===== src/rtl/tcu_pkg.sv =====
package tcu_pkg;
  localparam int PTR_W   = 64;
  localparam int TAG_W   = 4;
  localparam int MIDX_W  = 4;
  localparam int ESIZE_W = 5;
  localparam int TAG_LSB = 56;
  localparam int SEL_BIT = 55;
  localparam int TOP_W   = PTR_W - TAG_LSB;
  localparam int DESC_W  = MIDX_W + 2 + 2 + 1 + ESIZE_W;

  // Packed MSB first: esize[13:9], write[8], tcma[7:6], tbi[5:4], midx[3:0]
  typedef struct packed {
    logic [ESIZE_W-1:0] esize;
    logic               write;
    logic [1:0]         tcma;
    logic [1:0]         tbi;
    logic [MIDX_W-1:0]  midx;
  } desc_t;

  typedef enum logic [1:0] {ST_IDLE, ST_REQ, ST_WAIT} state_e;
endpackage


===== src/rtl/tcu_gate.sv =====
// Decides whether an access needs a tag lookup.
module tcu_gate
  import tcu_pkg::*;
(
  input  logic [TAG_W:0] ptr_top,   // {ptr[59:56], ptr[55]}
  input  logic [1:0]     tbi_en,
  input  logic [1:0]     tcma_en,
  output logic           tbi_on,
  output logic           checked
);
  logic             sel;
  logic [TAG_W-1:0] folded;
  logic             tcma_hit;

  assign sel    = ptr_top[0];
  assign tbi_on = tbi_en[sel];
  // all-zero or all-one top field folds to zero after adding the select bit
  assign folded   = ptr_top[TAG_W:1] + {{(TAG_W-1){1'b0}}, sel};
  assign tcma_hit = tcma_en[sel] && (folded == '0);
  assign checked  = tbi_on && !tcma_hit;
endmodule


===== src/rtl/tcu_ptr_clean.sv =====
// Optionally replaces the top byte with the sign of bit 55.
module tcu_ptr_clean
  import tcu_pkg::*;
(
  input  logic [PTR_W-1:0] ptr_in,
  input  logic             strip,
  input  logic             tbi_on,
  output logic [PTR_W-1:0] ptr_out
);
  logic do_strip;
  assign do_strip = strip && tbi_on;
  assign ptr_out[TAG_LSB-1:0] = ptr_in[TAG_LSB-1:0];

  for (genvar i = TAG_LSB; i < PTR_W; i++) begin : g_top
    assign ptr_out[i] = do_strip ? ptr_in[SEL_BIT] : ptr_in[i];
  end
endmodule


===== src/rtl/tcu_tag_cmp.sv =====
// Compares logical and allocation tags and forms the verdict.
module tcu_tag_cmp
  import tcu_pkg::*;
(
  input  logic [TAG_W-1:0]  ptr_tag,
  input  logic [TAG_W-1:0]  mem_tag,
  input  logic              absent,
  input  logic              probe,
  input  logic [MIDX_W-1:0] midx,
  output logic              ok,
  output logic              flt,
  output logic [MIDX_W-1:0] flt_midx
);
  assign ok       = absent || (ptr_tag == mem_tag);
  assign flt      = !ok && !probe;
  assign flt_midx = flt ? midx : '0;
endmodule


===== src/rtl/tag_check_unit.sv =====
module tag_check_unit
  import tcu_pkg::*;
(
  input  logic               clk,
  input  logic               rst_n,
  input  logic               chk_valid,
  output logic               chk_ready,
  input  logic [PTR_W-1:0]   chk_ptr,
  input  logic [DESC_W-1:0]  chk_desc,
  input  logic               chk_probe,
  input  logic               chk_strip,
  output logic               tag_req_valid,
  input  logic               tag_req_ready,
  output logic [PTR_W-1:0]   tag_req_addr,
  output logic               tag_req_write,
  output logic [ESIZE_W-1:0] tag_req_esize,
  output logic [MIDX_W-1:0]  tag_req_midx,
  input  logic               tag_rsp_valid,
  output logic               tag_rsp_ready,
  input  logic               tag_rsp_absent,
  input  logic [TAG_W-1:0]   tag_rsp_tag,
  output logic               done,
  output logic               pass,
  output logic               fault,
  output logic [MIDX_W-1:0]  fault_midx,
  output logic [PTR_W-1:0]   res_ptr
);
  desc_t  desc_in;
  state_e st;

  logic               tbi_on, checked;
  logic [PTR_W-1:0]   clean_ptr;
  logic [PTR_W-1:0]   ptr_q, clean_q;
  logic [MIDX_W-1:0]  midx_q;
  logic               write_q, probe_q;
  logic [ESIZE_W-1:0] esize_q;
  logic               cmp_ok, cmp_flt;
  logic [MIDX_W-1:0]  cmp_midx;
  logic               accept, rsp_take;

  assign desc_in = chk_desc;

  tcu_gate u_gate (
    .ptr_top (chk_ptr[TAG_LSB+TAG_W-1:SEL_BIT]),
    .tbi_en  (desc_in.tbi),
    .tcma_en (desc_in.tcma),
    .tbi_on  (tbi_on),
    .checked (checked)
  );

  tcu_ptr_clean u_clean (
    .ptr_in  (chk_ptr),
    .strip   (chk_strip),
    .tbi_on  (tbi_on),
    .ptr_out (clean_ptr)
  );

  tcu_tag_cmp u_cmp (
    .ptr_tag  (ptr_q[TAG_LSB+TAG_W-1:TAG_LSB]),
    .mem_tag  (tag_rsp_tag),
    .absent   (tag_rsp_absent),
    .probe    (probe_q),
    .midx     (midx_q),
    .ok       (cmp_ok),
    .flt      (cmp_flt),
    .flt_midx (cmp_midx)
  );

  assign chk_ready     = (st == ST_IDLE);
  assign tag_req_valid = (st == ST_REQ);
  assign tag_rsp_ready = (st == ST_WAIT);
  assign tag_req_addr  = ptr_q;
  assign tag_req_write = write_q;
  assign tag_req_esize = esize_q;
  assign tag_req_midx  = midx_q;
  assign accept   = chk_valid && chk_ready;
  assign rsp_take = tag_rsp_valid && tag_rsp_ready;

  always_ff @(posedge clk) begin
    if (!rst_n) begin
      st         <= ST_IDLE;
      ptr_q      <= '0;
      clean_q    <= '0;
      midx_q     <= '0;
      write_q    <= 1'b0;
      esize_q    <= '0;
      probe_q    <= 1'b0;
      done       <= 1'b0;
      pass       <= 1'b0;
      fault      <= 1'b0;
      fault_midx <= '0;
      res_ptr    <= '0;
    end else begin
      done  <= 1'b0;
      fault <= 1'b0;
      unique case (st)
        ST_IDLE: if (accept) begin
          ptr_q   <= chk_ptr;
          clean_q <= clean_ptr;
          midx_q  <= desc_in.midx;
          write_q <= desc_in.write;
          esize_q <= desc_in.esize;
          probe_q <= chk_probe;
          if (checked) begin
            st <= ST_REQ;
          end else begin
            done       <= 1'b1;
            pass       <= 1'b1;
            fault_midx <= '0;
            res_ptr    <= clean_ptr;
          end
        end
        ST_REQ: if (tag_req_ready) st <= ST_WAIT;
        ST_WAIT: if (rsp_take) begin
          st         <= ST_IDLE;
          done       <= 1'b1;
          pass       <= cmp_ok;
          fault      <= cmp_flt;
          fault_midx <= cmp_midx;
          res_ptr    <= clean_q;
        end
        default: st <= ST_IDLE;
      endcase
    end
  end

  // Request payload held under back-pressure
  assert_req_hold_R9: assert property (@(posedge clk) disable iff (!rst_n)
    tag_req_valid && !tag_req_ready |=> tag_req_valid && $stable(tag_req_addr));

  // No new check taken while a lookup is outstanding
  assert_busy_R9: assert property (@(posedge clk) disable iff (!rst_n)
    (tag_req_valid || tag_rsp_ready) |-> !chk_ready);

  // Top-byte-ignore disabled: immediate pass with the unchanged pointer
  assert_tbi_bypass_R2: assert property (@(posedge clk) disable iff (!rst_n)
    chk_valid && chk_ready && !desc_in.tbi[chk_ptr[SEL_BIT]]
    |=> done && pass && !fault && (res_ptr == $past(chk_ptr)));

  // Missing tag storage always passes
  assert_absent_pass_R5: assert property (@(posedge clk) disable iff (!rst_n)
    tag_rsp_valid && tag_rsp_ready && tag_rsp_absent |=> done && pass && !fault);

  // A fault only accompanies a failing result
  assert_fault_fail_R6: assert property (@(posedge clk) disable iff (!rst_n)
    fault |-> done && !pass);

  // Result arrives one cycle after the response handshake
  assert_rsp_done_R8: assert property (@(posedge clk) disable iff (!rst_n)
    tag_rsp_valid && tag_rsp_ready |=> done && chk_ready);
endmodule


===== config.mk =====
export PLATFORM = sky130hd
export DESIGN_NAME = tag_check_unit
export DESIGN_NICKNAME = d
export VERILOG_FILES = /design/src/rtl/tcu_pkg.sv /design/src/rtl/tcu_gate.sv /design/src/rtl/tcu_ptr_clean.sv /design/src/rtl/tcu_tag_cmp.sv /design/src/rtl/tag_check_unit.sv
export SDC_FILE = /design/constraint.sdc
export NUM_CORES = 1
export LEC_CHECK = 0
export ABC_AREA = 1
export BUFFER_PORTS_ARGS = -buffer_cell sky130_fd_sc_hd__buf_2
export CORE_MARGIN = 1.5
export CORE_UTILIZATION = 46
export DETAILED_ROUTE_END_ITERATION = 7
export PLACE_DENSITY = 0.76
export SLEW_MARGIN = 20
export SYNTH_ARGS = -nofsm -noshare
export SYNTH_HDL_FRONTEND = slang
export SYNTH_SLANG_ARGS = --single-unit

===== constraint.sdc =====
create_clock -name clk -period 1.4 [get_ports clk]
set_input_delay 0.07 -clock clk [delete_from_list [all_inputs] [get_ports clk]]
set_output_delay 0.07 -clock clk [all_outputs]
set_load 0.01 [all_outputs]

==> results <==
- Cells with a size suffix above 1 make up 28.9% of the layout.
- The average size of a mapped cell is 6.89 um^2.
- In the routed layout, each cell is associated on average with a via count of 4.97.
- Summed over all nets, the half-perimeter wirelength after detailed placement is 13.3 mm.
- For met1 alone, demand over resource in global routing was 32.1%.
- For this run, the number of standard cells in the final layout without fillers is 1,572.
- The initial antenna violation count was 1.
- The relative contribution of the clock network to total power is 31.0%.
- The number of levels the H-tree was split into is 4.
- The checks that failed: setup timing.
- The timing-limited maximum frequency is 0.685 GHz.
- The end point of the worst hold path is fault.
- The endpoint class of the critical path is a register.
- The internal power consumption is 10.9 mW.
- The switching power summed over all nets is 5.52 mW.
- Setup violations remaining at the end of the flow were counted as 46.
- The routability congestion estimate is 0.815.
- In the final layout, the multi-input gates occupy 3590 um^2.
- For the pin with the worst max-slew slack, the measured transition is 0.410 ns.
- The final count of pins violating max slew is 0.
- The final critical-path share of the clock period is 104%.
- The number of nets handed over by synthesis was 1,179.
- The largest net degree at the start of global routing is 69.
- The worst max-slew margin expressed relative to the limit is 72.5%.
- The initial core utilization is 47.2%.
- The cell area that synthesis handed to floorplanning was 7490 um^2.
- Clock tree synthesis found a total of 156 sinks.
- The type of the most critical hold path is input pin to register.
- Walking the worst path, the cells encountered are buf_6, nand2_4, inv_6, nand2_4, nand2_8, buf_6, clkbuf_16, a21oi_1, nor2_1.
- The Yosys step of the flow raised 0 warnings.
- After synthesis, flip-flops and latches occupy 41.7% of the total area.
- The routed layout has 7,808 vias.
- The remaining antenna violation count is 0.
- The maximum buffer depth of the clock tree is 2.
- The synthesized design contains 156 register bits.
- The number of optimization iterations in the first detailed-route pass is 5.
- Of all nets on the critical path, the largest fanout is 11.
- After detailed routing, the average wire length per cell comes to 14.8 um.
- The data required time of the worst path is 1.72 ns.
- For this run the aggregate overflow at the end of global routing stands at 0.
- Of the total power, combinational logic draws 34.6%.
- Counting instances, the worst hold path has a depth of 4.
- Setup slack on the critical path of the routed design comes to -0.0594 ns.
- The cell count after synthesis came out at 1,087.
- Among cell families on the critical path, the largest total delay comes from buffers and inverters.
- The origin of the worst min-delay path is tag_rsp_absent.
- Setup repair after global routing could not meet its margin everywhere.
- Pin placement for this block handled 238 I/O pins.
- Of the total power, the share spent switching nets is 33.6%.
- After detailed placement, the design holds a cell count of 1,446.
- The global-route met3 utilization is 6.27%.
- For the worst setup path, the data arrival time is 1.78 ns.
- The first-pass GRT wire length is 34.7 mm.
- The width of the die is 131 um.
- The count of input and output buffers is 237.
- The cell leakage power is 5.28 nW.
- The die covers 17,100 um^2.
- The type of element launching the critical path is a register.
- The post-route DRC violation count is 0.
- The end of the worst register-to-register path is res_ptr[36].
- Across every metal layer, demand over resource in global routing totals 25.8%.
- The critical path class is register to register.
- On the final layout, the worst clock skew is 0.0105 ns.
- The flow ran to the end, but the final reports show violations.
- Row generation in the floorplan step produced 46 rows.
- At the placement stage, the worst setup path has a slack of -0.297 ns.
- The root buffer selected by CTS is clkbuf_16.
- The area of the core is 15,900 um^2.
- TritonCTS built the clock tree.
- The summed negative setup slack over all endpoints is -1.24 ns.
- The critical path's slowest cell is dfxtp_2.
- After filler insertion, the fill cell instance count of the layout stands at 1,298.
- The total wire length after detailed routing is 23.2 mm.
- The final count of hold timing violations is 0.
- The highest-utilization routing layer at the global route stage is met2.
- Across the VDD grid, the largest voltage drop is 0.975 mV.
- The power density relative to cell area is 1540 nW/um^2.
- On the worst path, the slowest cell contributes a delay of 0.34 ns.
- The number of clock buffers added by TritonCTS is 17.
- In this run, flip-flops and latches consume 34.4% of the power.
- The worst register-to-register path has a depth of 9.
- The via count of the first global-routing pass is 7,115.
- The die boundary height is 131 um.
- Max-cap violations in this run came to 0.
- At the later pin of the worst-skew pair, clock insertion delay measures 0.43 ns.
- Clock-pin slew was measured on the worst setup and hold paths at 0.06 ns.
- Counting both buffers and inverters, the worst setup path holds a total of 4.
- Yosys mapped the design onto 24 distinct sky130hd cell types.
- The final layout contains 1,434 nets.
- The routed design could run at a clock period as short as 1.46 ns.
- The worst register-to-register path begins at st[1].
- The violation count after the first detailed-route iteration is 492.
- The met2 track utilization from global routing is 43.1%.
- The area taken by flip-flops and latches is 3130 um^2.
- The synthesis-to-finish area growth is 42.0%.
- The setup check on the worst reg-to-reg path leaves a slack of -0.06 ns.
[power groups by stage]
| stage | combinational (mW) | sequential (mW) | clock, mW |
|---|---|---|---|
| 6_report | 5.68 | 5.66 | 5.09 |
| 5_1_grt | 6.22 | 5.75 | 5.36 |
| 4_1_cts | 5.11 | 5.61 | 5.14 |
| 3_5_place_dp | 4.57 | 5.68 | 0 |
| 3_3_place_gp | 4.47 | 5.66 | 0 |
| 2_1_floorplan | 3.00 | 5.87 | 0 |
[worst max-delay path by stage]
stage / start / end / slack [ns] / cells after the start
after floorplan: chk_ptr[55] / res_ptr[38] / -0.004 / 12
after global placement: chk_ptr[56] / res_ptr[35] / -0.25 / 13
after detailed placement: chk_ptr[56] / res_ptr[35] / -0.30 / 12
after CTS: st[1] / res_ptr[46] / -0.009 / 9
after global routing: st[1] / res_ptr[31] / -0.11 / 9
final: st[1] / res_ptr[36] / -0.06 / 9
[synthesized netlist by cell type]
library cell | count | area share (%)
o21ai_0 | 87 | 5.8
nand2_2 | 3 | 0.25
nand4_1 | 6 | 0.50
nand3b_1 | 56 | 5.6
clkinv_1 | 2 | 0.10
nor2_4 | 1 | 0.15
buf_6 | 1 | 0.15
buf_1 | 2 | 0.10
nor4_1 | 1 | 0.084
inv_2 | 4 | 0.20
clkbuf_1 | 28 | 1.4
or2_2 | 1 | 0.084
o21ai_1 | 30 | 2.0
nand3_1 | 11 | 0.73
buf_4 | 72 | 7.2
nand3_2 | 1 | 0.13
a21oi_1 | 103 | 6.9
nor2_2 | 1 | 0.084
inv_1 | 68 | 3.4
ha_1 | 2 | 0.33
dfxtp_1 | 156 | 42
buf_2 | 28 | 1.9
nand2_1 | 244 | 12
nor2_1 | 179 | 9.0
[what timing repair did]
action | CTS | global route
gates resized for setup | 31 | 58
setup endpoints to repair | 71 | 117
setup buffers | 6 | 4
endpoints found under the hold margin | 78 | 0
gates cloned | 3 | 5
hold buffers | 75 | 0
pin swaps | 2 | 1
[layer usage]
| metal | part of all wire, % | vias up | wire (um) |
|---|---|---|---|
| met4 | 2.8 | 0 | 658 |
| met1 | 42 | 3533 | 9760 |
| met3 | 6.7 | 53 | 1570 |
| met2 | 48 | 309 | 11300 |
| li1 | - | 3913 | - |
| met5 | 0 | - | 0 |
[worst register-to-register path, cell delays in order, from the launching register on]
cell and delay [ns]:
dfxtp_2 0.34, buf_6 0.12, nand2_4 0.10, inv_6 0.06, nand2_4 0.09, nand2_8 0.10
buf_6 0.16, clkbuf_16 0.18, a21oi_1 0.15, nor2_1 0.05
[sequential cells by signal, indices dropped and copies added, names as in the netlist]
| name | flops |
|---|---|
| clean_q | 8 |
| tag_req_midx | 4 |
| st | 2 |
| probe_q | 1 |
| done | 1 |
| fault | 1 |
| tag_req_write | 1 |
| tag_req_addr | 64 |
| res_ptr | 64 |
| tag_req_esize | 5 |
| pass | 1 |
| fault_midx | 4 |
[through the flow]
step | cell area (um^2) | power (mW) | hold slack, ns | util [%]
final | 10600 | 16.4 | 0.0146 | 67.0
after global routing | 10600 | 17.3 | 0.0651 | 67.0
after CTS | 10200 | 15.9 | 0.00249 | 64.5
after detailed placement | 8610 | 10.2 | 0.301 | 54.2
after global placement | 8610 | 10.1 | 0.290 | 54.2
after floorplan | 7540 | 8.87 | 0.205 | -
[final cells by class]
class	count	share of cell area, %
Antenna cell	1	0.0235
Sequential cell	156	29.4
Timing Repair Buffer	367	25.6
Clock buffer	21	4.23
Inverter	74	2.68
Multi-Input combinational cell	726	33.7
Clock inverter	11	1.80
Tap cell	216	2.54
[cell families (layout without fill, tap and decap cells)]
logic type | after synthesis | count (layout) | share of synthesized area, %
AO/OA/AOI/OAI | 220 | 220 | 14.7
flip-flops | 156 | 156 | 41.7
other | 0 | 1 | 0
buffers and inverters | 205 | 473 | 14.4
AND/OR/NAND/NOR | 504 | 504 | 28.8
adder cells (fa/ha/maj) | 2 | 2 | 0.334
[cells in the final DEF (no fill, tap or decap), drive strengths merged]
cell	Yosys	layout
buf	103	287
nand2	247	247
nor2	181	181
dfxtp	156	156
o21ai	117	117
a21oi	103	103
dlygate4sd3	0	75
inv	72	72
nand3b	56	56
clkbuf	28	26
nand3	12	12
nand4	6	6
bufinv	0	5
clkinv	2	5
clkinvlp	0	3
ha	2	2
diode	0	1
nor4	1	1
or2	1	1
Power figures use the tool's default switching activity.
